## config.mk

```make
export PLATFORM = sky130hd
export DESIGN_NAME = mdu_core
export DESIGN_NICKNAME = d
export VERILOG_FILES = /design/src/rtl/mdu_pkg.sv /design/src/rtl/mdu_mulpass.sv /design/src/rtl/mdu_divider.sv /design/src/rtl/mdu_accbank.sv /design/src/rtl/mdu_core.sv
export SDC_FILE = /design/constraint.sdc
export NUM_CORES = 2
export LEC_CHECK = 0
export BUFFER_PORTS_ARGS = -buffer_cell sky130_fd_sc_hd__buf_2
export CAP_MARGIN = 10
export CORE_MARGIN = 1.5
export CORE_UTILIZATION = 30
export DETAILED_ROUTE_END_ITERATION = 16
export HOLD_SLACK_MARGIN = 0.12
export PLACE_DENSITY_LB_ADDON = 0.05
export SLEW_MARGIN = 20
export SYNTH_ARGS = -nofsm -noshare
export SYNTH_HDL_FRONTEND = slang
export SYNTH_SLANG_ARGS = --single-unit
```

## constraint.sdc

```tcl
create_clock -name clk -period 17.5 [get_ports clk]
set_input_delay 0.875 -clock clk [delete_from_list [all_inputs] [get_ports clk]]
set_output_delay 0.875 -clock clk [all_outputs]
set_load 0.05 [all_outputs]
```

## src/rtl/mdu_pkg.sv

```systemverilog
package mdu_pkg;

  typedef enum logic [3:0] {
    OP_MULS  = 4'd0,
    OP_MULU  = 4'd1,
    OP_MACS  = 4'd2,
    OP_MACU  = 4'd3,
    OP_MSBS  = 4'd4,
    OP_MSBU  = 4'd5,
    OP_MULLO = 4'd6,
    OP_DIVS  = 4'd7,
    OP_DIVU  = 4'd8,
    OP_RDHI  = 4'd9,
    OP_RDLO  = 4'd10
  } mdu_op_e;

  function automatic logic op_signed(mdu_op_e op);
    return op inside {OP_MULS, OP_MACS, OP_MSBS, OP_MULLO, OP_DIVS};
  endfunction

  function automatic logic op_is_mul(mdu_op_e op);
    return op inside {OP_MULS, OP_MULU, OP_MACS, OP_MACU, OP_MSBS, OP_MSBU, OP_MULLO};
  endfunction

  function automatic logic op_is_div(mdu_op_e op);
    return op inside {OP_DIVS, OP_DIVU};
  endfunction

  function automatic logic op_is_read(mdu_op_e op);
    return op inside {OP_RDHI, OP_RDLO};
  endfunction

endpackage

```

## src/rtl/mdu_mulpass.sv

```systemverilog
// One pass through the shared signed array: (W+1) x (H+1) bits.
module mdu_mulpass #(
  parameter int W = 32,
  parameter int H = 16,
  localparam int PW = W + H + 2
) (
  input  logic signed [W:0]    a_x,
  input  logic signed [H:0]    b_x,
  output logic signed [PW-1:0] p
);
  assign p = a_x * b_x;
endmodule

```

## src/rtl/mdu_divider.sv

```systemverilog
// Restoring radix-2 divider on magnitudes, with the signs fixed afterwards.
module mdu_divider #(
  parameter int W = 32,
  localparam int CW = $clog2(W + 1)
) (
  input  logic         clk,
  input  logic         rst_n,
  input  logic         start,
  input  logic         sgn,
  input  logic [W-1:0] dvd,
  input  logic [W-1:0] dvs,
  output logic         busy,
  output logic         done,
  output logic [W-1:0] quo,
  output logic [W-1:0] rem
);
  logic [CW-1:0] cnt;
  logic [W-1:0]  r_q, q_q, d_q;
  logic          neg_q, neg_r;

  function automatic logic [W-1:0] magnitude(logic [W-1:0] v, logic s);
    return (s && v[W-1]) ? (~v + 1'b1) : v;
  endfunction

  // Bring in one dividend bit and subtract the divisor when it fits.
  function automatic logic [2*W-1:0] restore_step(logic [W-1:0] r, logic [W-1:0] q,
                                                  logic [W-1:0] d);
    logic [W:0] t;
    logic [W:0] diff;
    t    = {r, q[W-1]};
    diff = t - {1'b0, d};
    if (t >= {1'b0, d}) return {diff[W-1:0], q[W-2:0], 1'b1};
    else                return {t[W-1:0],    q[W-2:0], 1'b0};
  endfunction

  always_ff @(posedge clk or negedge rst_n) begin
    if (!rst_n) begin
      busy  <= 1'b0;
      cnt   <= '0;
      r_q   <= '0;
      q_q   <= '0;
      d_q   <= '0;
      neg_q <= 1'b0;
      neg_r <= 1'b0;
    end else if (start) begin
      busy  <= 1'b1;
      cnt   <= CW'(W);
      r_q   <= '0;
      q_q   <= magnitude(dvd, sgn);
      d_q   <= magnitude(dvs, sgn);
      neg_q <= sgn & (dvd[W-1] ^ dvs[W-1]);
      neg_r <= sgn & dvd[W-1];
    end else if (busy) begin
      if (cnt != '0) begin
        {r_q, q_q} <= restore_step(r_q, q_q, d_q);
        cnt        <= cnt - 1'b1;
      end else begin
        busy <= 1'b0;
      end
    end
  end

  assign done = busy && (cnt == '0);
  assign quo  = neg_q ? (~q_q + 1'b1) : q_q;
  assign rem  = neg_r ? (~r_q + 1'b1) : r_q;
endmodule

```

## src/rtl/mdu_accbank.sv

```systemverilog
module mdu_accbank #(
  parameter int NACC = 4,
  parameter int AW   = 64,
  localparam int SEL_W = $clog2(NACC)
) (
  input  logic             clk,
  input  logic             rst_n,
  input  logic             we,
  input  logic [SEL_W-1:0] wsel,
  input  logic [AW-1:0]    wdata,
  input  logic [SEL_W-1:0] rsel,
  output logic [AW-1:0]    rdata
);
  logic [AW-1:0] rows [NACC];

  for (genvar g = 0; g < NACC; g++) begin : g_pair
    logic [AW-1:0] q;
    always_ff @(posedge clk or negedge rst_n) begin
      if (!rst_n)                          q <= '0;
      else if (we && wsel == SEL_W'(g))    q <= wdata;
    end
    assign rows[g] = q;
  end

  assign rdata = rows[rsel];
endmodule

```

## src/rtl/mdu_core.sv

```systemverilog
module mdu_core
  import mdu_pkg::*;
#(
  parameter int W    = 32,
  parameter int NACC = 4,
  localparam int SEL_W = $clog2(NACC)
) (
  input  logic             clk,
  input  logic             rst_n,
  input  logic             iss_valid,
  input  logic [3:0]       iss_op,
  input  logic [W-1:0]     iss_a,
  input  logic [W-1:0]     iss_b,
  input  logic [SEL_W-1:0] iss_sel,
  output logic             stall,
  output logic             res_valid,
  output logic [W-1:0]     res_data
);
  localparam int H  = W / 2;
  localparam int AW = 2 * W;
  localparam int PW = W + H + 2;

  // ---- arithmetic helpers ----
  function automatic logic fits_half(logic [W-1:0] b, logic s);
    if (s) return (&b[W-1:H-1]) | ~(|b[W-1:H-1]);
    else   return ~(|b[W-1:H]);
  endfunction

  function automatic logic [AW-1:0] widen(logic [PW-1:0] p);
    return {{(AW-PW){p[PW-1]}}, p};
  endfunction

  function automatic logic [AW-1:0] fold(mdu_op_e o, logic [AW-1:0] acc, logic [AW-1:0] prod);
    case (o)
      OP_MACS, OP_MACU: return acc + prod;
      OP_MSBS, OP_MSBU: return acc - prod;
      default:          return prod;
    endcase
  endfunction

  // ---- issue decode ----
  mdu_op_e op;
  logic    sgn, narrow;
  logic    issue_ok, take_narrow, take_wide, div_start, iss_rd;
  logic [W:0] a_x;
  logic [H:0] b_first_x, b_hi_x;

  // pass-two state
  logic             in_mul2;
  logic [W:0]       m2_a;
  logic [H:0]       m2_b;
  logic [AW-1:0]    m2_lo;
  mdu_op_e          m2_op;
  logic [SEL_W-1:0] m2_sel;

  // divider
  logic             dv_busy, div_done;
  logic [W-1:0]     dv_quo, dv_rem;
  logic [SEL_W-1:0] dv_sel;

  assign op          = mdu_op_e'(iss_op);
  assign stall       = in_mul2 | dv_busy;
  assign issue_ok    = iss_valid & ~stall;
  assign sgn         = op_signed(op);
  assign narrow      = fits_half(iss_b, sgn);
  assign take_narrow = issue_ok & op_is_mul(op) & narrow;
  assign take_wide   = issue_ok & op_is_mul(op) & ~narrow;
  assign div_start   = issue_ok & op_is_div(op);
  assign iss_rd      = issue_ok & op_is_read(op);

  assign a_x       = {sgn & iss_a[W-1], iss_a};
  assign b_first_x = {narrow & sgn & iss_b[H-1], iss_b[H-1:0]};
  assign b_hi_x    = {sgn & iss_b[W-1], iss_b[W-1:H]};

  // ---- shared array ----
  logic [W:0]    pa;
  logic [H:0]    pb;
  logic [PW-1:0] pp;
  logic [AW-1:0] prod_full;

  assign pa = in_mul2 ? m2_a : a_x;
  assign pb = in_mul2 ? m2_b : b_first_x;

  mdu_mulpass #(.W(W), .H(H)) i_array (.a_x(pa), .b_x(pb), .p(pp));

  assign prod_full = in_mul2 ? (m2_lo + (widen(pp) << H)) : widen(pp);

  // ---- multiply completion ----
  logic             fin, fin_lowonly;
  mdu_op_e          fin_op;
  logic [SEL_W-1:0] fin_sel;

  assign fin         = take_narrow | in_mul2;
  assign fin_op      = in_mul2 ? m2_op  : op;
  assign fin_sel     = in_mul2 ? m2_sel : iss_sel;
  assign fin_lowonly = fin & (fin_op == OP_MULLO);

  always_ff @(posedge clk or negedge rst_n) begin
    if (!rst_n) begin
      in_mul2 <= 1'b0;
      m2_a    <= '0;
      m2_b    <= '0;
      m2_lo   <= '0;
      m2_op   <= OP_MULS;
      m2_sel  <= '0;
    end else begin
      in_mul2 <= take_wide;
      if (take_wide) begin
        m2_a   <= a_x;
        m2_b   <= b_hi_x;
        m2_lo  <= widen(pp);
        m2_op  <= op;
        m2_sel <= iss_sel;
      end
    end
  end

  // ---- divider ----
  mdu_divider #(.W(W)) i_div (
    .clk(clk), .rst_n(rst_n), .start(div_start), .sgn(sgn),
    .dvd(iss_a), .dvs(iss_b), .busy(dv_busy), .done(div_done),
    .quo(dv_quo), .rem(dv_rem)
  );

  always_ff @(posedge clk or negedge rst_n) begin
    if (!rst_n)         dv_sel <= '0;
    else if (div_start) dv_sel <= iss_sel;
  end

  // ---- accumulator bank ----
  logic             acc_we;
  logic [SEL_W-1:0] acc_wsel, acc_rsel;
  logic [AW-1:0]    acc_wdata, acc_rdata;

  assign acc_rsel = fin_sel;
  always_comb begin
    acc_we    = 1'b0;
    acc_wsel  = fin_sel;
    acc_wdata = fold(fin_op, acc_rdata, prod_full);
    if (div_done) begin
      acc_we    = 1'b1;
      acc_wsel  = dv_sel;
      acc_wdata = {dv_rem, dv_quo};
    end else if (fin && !fin_lowonly) begin
      acc_we    = 1'b1;
    end
  end

  mdu_accbank #(.NACC(NACC), .AW(AW)) i_bank (
    .clk(clk), .rst_n(rst_n), .we(acc_we), .wsel(acc_wsel), .wdata(acc_wdata),
    .rsel(acc_rsel), .rdata(acc_rdata)
  );

  // ---- result port ----
  always_ff @(posedge clk or negedge rst_n) begin
    if (!rst_n) begin
      res_valid <= 1'b0;
      res_data  <= '0;
    end else begin
      res_valid <= fin_lowonly | iss_rd;
      if (fin_lowonly)  res_data <= prod_full[W-1:0];
      else if (iss_rd)  res_data <= (op == OP_RDHI) ? acc_rdata[AW-1:W] : acc_rdata[W-1:0];
    end
  end
endmodule

```

==> reports/results.txt <==
The run finished with clean final reports. The largest stage delay on the critical path was 0.83 ns. The final layout net count is 7391, and the number of max-capacitance violations reported is 0.

The post-layout minimum cycle time was 15.09 ns; the count of filler cells inserted in the layout was 19530. The worst-case clock buffer depth is 3, and the multi-input combinational cell area is 39270 um^2. Entering global routing, the biggest net connects 140 pins. The worst endpoint data arrival time came out at 15.70 ns. Master of the slowest instance on the critical path: dfrtp_4.

The worst register-to-register path begins at in_mul2. Clock latency of the later-clocked register in the worst-skew pair: 0.72 ns. The number of detailed-route iterations in the first pass came out at 5. The final count of hold timing violations is 0, and the share of the cycle needed by the critical path after routing is 86.24%.

Counting every sink on the clock net gives 503. The critical path contains buffers and inverters numbering 6 combined. The total number of H-tree levels is 3, and the number of flops mapped to enable cells by yosys is 0. The clock root buffer master was clkbuf_16. Dividing the synthesized area by the synthesized cell count gives 8.478 um^2. In this run the worst setup path begins at in_mul2. The register area share after synthesis came out at 22.69%.

The biggest area contributor in the post-synthesis netlist is dfrtp_1. TritonCTS built the clock tree. Cells with a size suffix above 1 make up 9.106% of the layout.

Among all flip-flop cells after synthesis, the most frequent one is dfrtp_1. The logs give 7421 for the number of nets in the synthesized netlist and 2.41 ns for the reg-to-reg setup timing slack. After technology mapping, the gate count stands at 6544. Summing the areas of all compound-gate instances in the mapped netlist gives 16.42% of the synthesized area.

From synthesis to final layout, the design area changed by 11.01%. The floorplan step defined a core boundary enclosing 183500 um^2. Setup repair after global routing left no endpoint under its margin. The die span in x works out to 433.0 um. After synthesis, the share of cell area in mux cells is 6.274%. Dividing the detail-routed via count by the number of cells gives 5.222.

The tools report the all-layer global routing usage as 25.74%. In this run the worst path has a maximum fanout of 38. Buffers added to address setup during post-CTS repair amount to 0. The routed via count was 47210. Die extent in y: 433.0 um. The worst register-to-register path has a depth of 47. The number of clock buffers added by TritonCTS is 71.

The most prevalent standard cell on the critical path is fa_1. The number of design rule violations left after detail routing came out at 0. Setup violations remaining at the end of the flow were counted as 0.

The logs give 0.04633 ns for the clock tree skew after final layout and 0 for the post-CTS resize count. The type of the worst setup path was register to register. The number of input and output port buffers inserted works out to 106.

Based on the critical path, the design can be clocked at up to 66.26 MHz. The tools report the global-route congestion overflow total as 0. The mean routed wirelength per cell is 26.72 um. In this run the tightest slew margin relative to its limit is 20.78%.

Number of gates on the worst path with buffers counted: 47. In this run the core area contains 157 standard-cell rows. The first global-routing pass estimated 350300 um of wire. After the first detailed-routing iteration, the DRC count stood at 3368.

The endpoint identified for the worst register-to-register timing path is i_bank.g_pair[2].q[63]. Dominant combinational cell family by area after synthesis: adder cells. The logs give 102 for the number of different library cells in the post-synthesis netlist and 107 for the number of top-level pins. The run gives 47820 as the number of global-route vias before repair. Of all flip-flops after synthesis, the portion carrying an async set or reset was 100.0%.

For the total standard cell area after synthesis, the log shows 55480 um^2. The starting density of the core is 30.24%. After Yosys synthesis, XOR and XNOR cells account for 5.266% of the synthesized area. The total wire length after detailed routing was 241500 um.

The detail route stage leaves a number of antenna-violating nets equal to 0. Ranked by instance count, the synthesized netlist is headed by nand2_1, inv_1, o21ai_0. The congestion estimate from routability-driven global placement came to 0.9449.

For the sequential cell area in the final layout, the log shows 12590 um^2. STA classifies the critical path startpoint as a register. After routing, the total negative slack on setup checks comes to 0 ns.

Grouping stages by cell kind, the critical path spends the most delay in simple AND/OR/NAND/NOR gates. Library cell with the highest instance count after synthesis: nand2_1. By area the synthesized netlist is led by dfrtp_1, fa_1, nand2_1, ha_1, o21ai_0. Detailed placement finished with a half-perimeter wire length of 194400 um. The register bit total from synthesis is 503. The tightest min-delay check is of the input port to asynchronous set/reset pin type.

The tools report the endpoint of the worst setup timing path as i_bank.g_pair[2].q[63]. Of the post-synthesis cell area, the dominant cell type holds 22.69%. The Yosys step of the flow raised 0 warnings. After clock tree synthesis, the clock-pin slew on the worst setup and hold paths is 0.06 ns. The number of antenna violations at the first check in global routing is 12, and the slew of the pin with the lowest slew margin is 1.180 ns.

The adder-cell area share of the yosys netlist came out at 25.44%. The die covers 187500 um^2. The max-slew violation total from the final report was 0; the simple-gate share of the synthesized area was 16.90%.

Category of the worst setup path capture point: a register. The number of buffers added to fix hold violations after cts was 0; the data required time of the critical path was 18.11 ns.
==> registers in the layout, indices dropped and copies added (netlist names) <==
register and flops:
m2_sel 2, in_mul2 1, m2_lo 50, m2_b 17, i_div.neg_r 1, m2_a 33, i_div.busy 1, res_valid 1
i_div.r_q 32, i_div.d_q 32, dv_sel 2, res_data 32, m2_op 4, i_div.q_q 32, i_div.neg_q 1, i_div.cnt 6
i_bank.g_pair.q 256
==> worst reg2reg max path, delay by kind of cell, from the launching register on <==
family                   cells  cell delay (ns)
AND/OR/NAND/NOR             14             4.27
XOR/XNOR                     3             0.96
multiplexers                 2             0.99
buffers and inverters        6             0.85
flip-flops                   1             0.83
adder cells (fa/ha/maj)      9             4.16
AO/OA/AOI/OAI               13             2.93
==> stage by stage <==
stage	std cells	utilization [%]	hold slack, ns	setup slack, ns	instance area, um^2
2_1_floorplan	6544	-	0.4381	2.486	55480
3_3_place_gp	8905	32.18	0.4558	2.473	59030
3_5_place_dp	8905	32.19	0.4600	2.208	59050
4_1_cts	9031	33.55	0.1631	2.393	61560
5_1_grt	9034	33.56	0.2076	1.481	61570
6_report	9040	33.57	0.1464	2.408	61580
==> cells by family after synthesis <==
family,Yosys count
flip-flops,503
buffers and inverters,1015
AO/OA/AOI/OAI,1455
XOR/XNOR,332
adder cells (fa/ha/maj),804
multiplexers,258
AND/OR/NAND/NOR,2177
==> placed cells by master, fill, tap and decap left out, drive strengths merged, types with 35 or more instances in the layout <==
master,Yosys,layout
nand4,68,68
a21oi,271,271
xnor2,213,213
nand3,65,65
fa,540,540
nor2,544,544
o211ai,67,67
buf,69,238
inv,673,677
xor2,118,118
dfrtp,503,503
ha,264,264
mux2i,116,116
a22oi,35,35
nor3,81,81
o21bai,37,37
mux2,78,78
nand2,1148,1148
a211oi,37,37
o21ai,578,578
mux4,64,64
a21o,99,99
and2,35,35
o31ai,53,53
clkbuf,272,93
a31oi,40,40
==> final cells by class <==
cell class                 count  share of cell area, %
clock buffer                  93                  3.265
timing repair buffer         238                  2.568
clock inverter                33                 0.8046
tap                         2464                  5.006
multi-input combinational   5026                  63.76
inverter                     674                  4.110
sequential                   503                  20.45
antenna                        9                0.03657
==> metal layers <==
layer  vias up  wire [um]  global-route usage (%)
li1      21990          -                       -
met4         2       9877                   9.186
met2       938     116400                   43.80
met3       234       7096                   2.060
met5         -         13                       0
met1     24050     108200                   34.16
==> worst min path at each step <==
stage,endpoint,cells past startpoint
floorplan,m2_lo[13],2
global placement,i_bank.g_pair[1].q[41],2
detailed placement,i_bank.g_pair[1].q[41],2
CTS,i_div.r_q[19],1
global route,i_div.r_q[20],1
finish,i_div.r_q[20],1
Power is left out: the tool's default activity adds up to more than one toggle a clock period on the data nets, which glitch-free logic cannot reach.
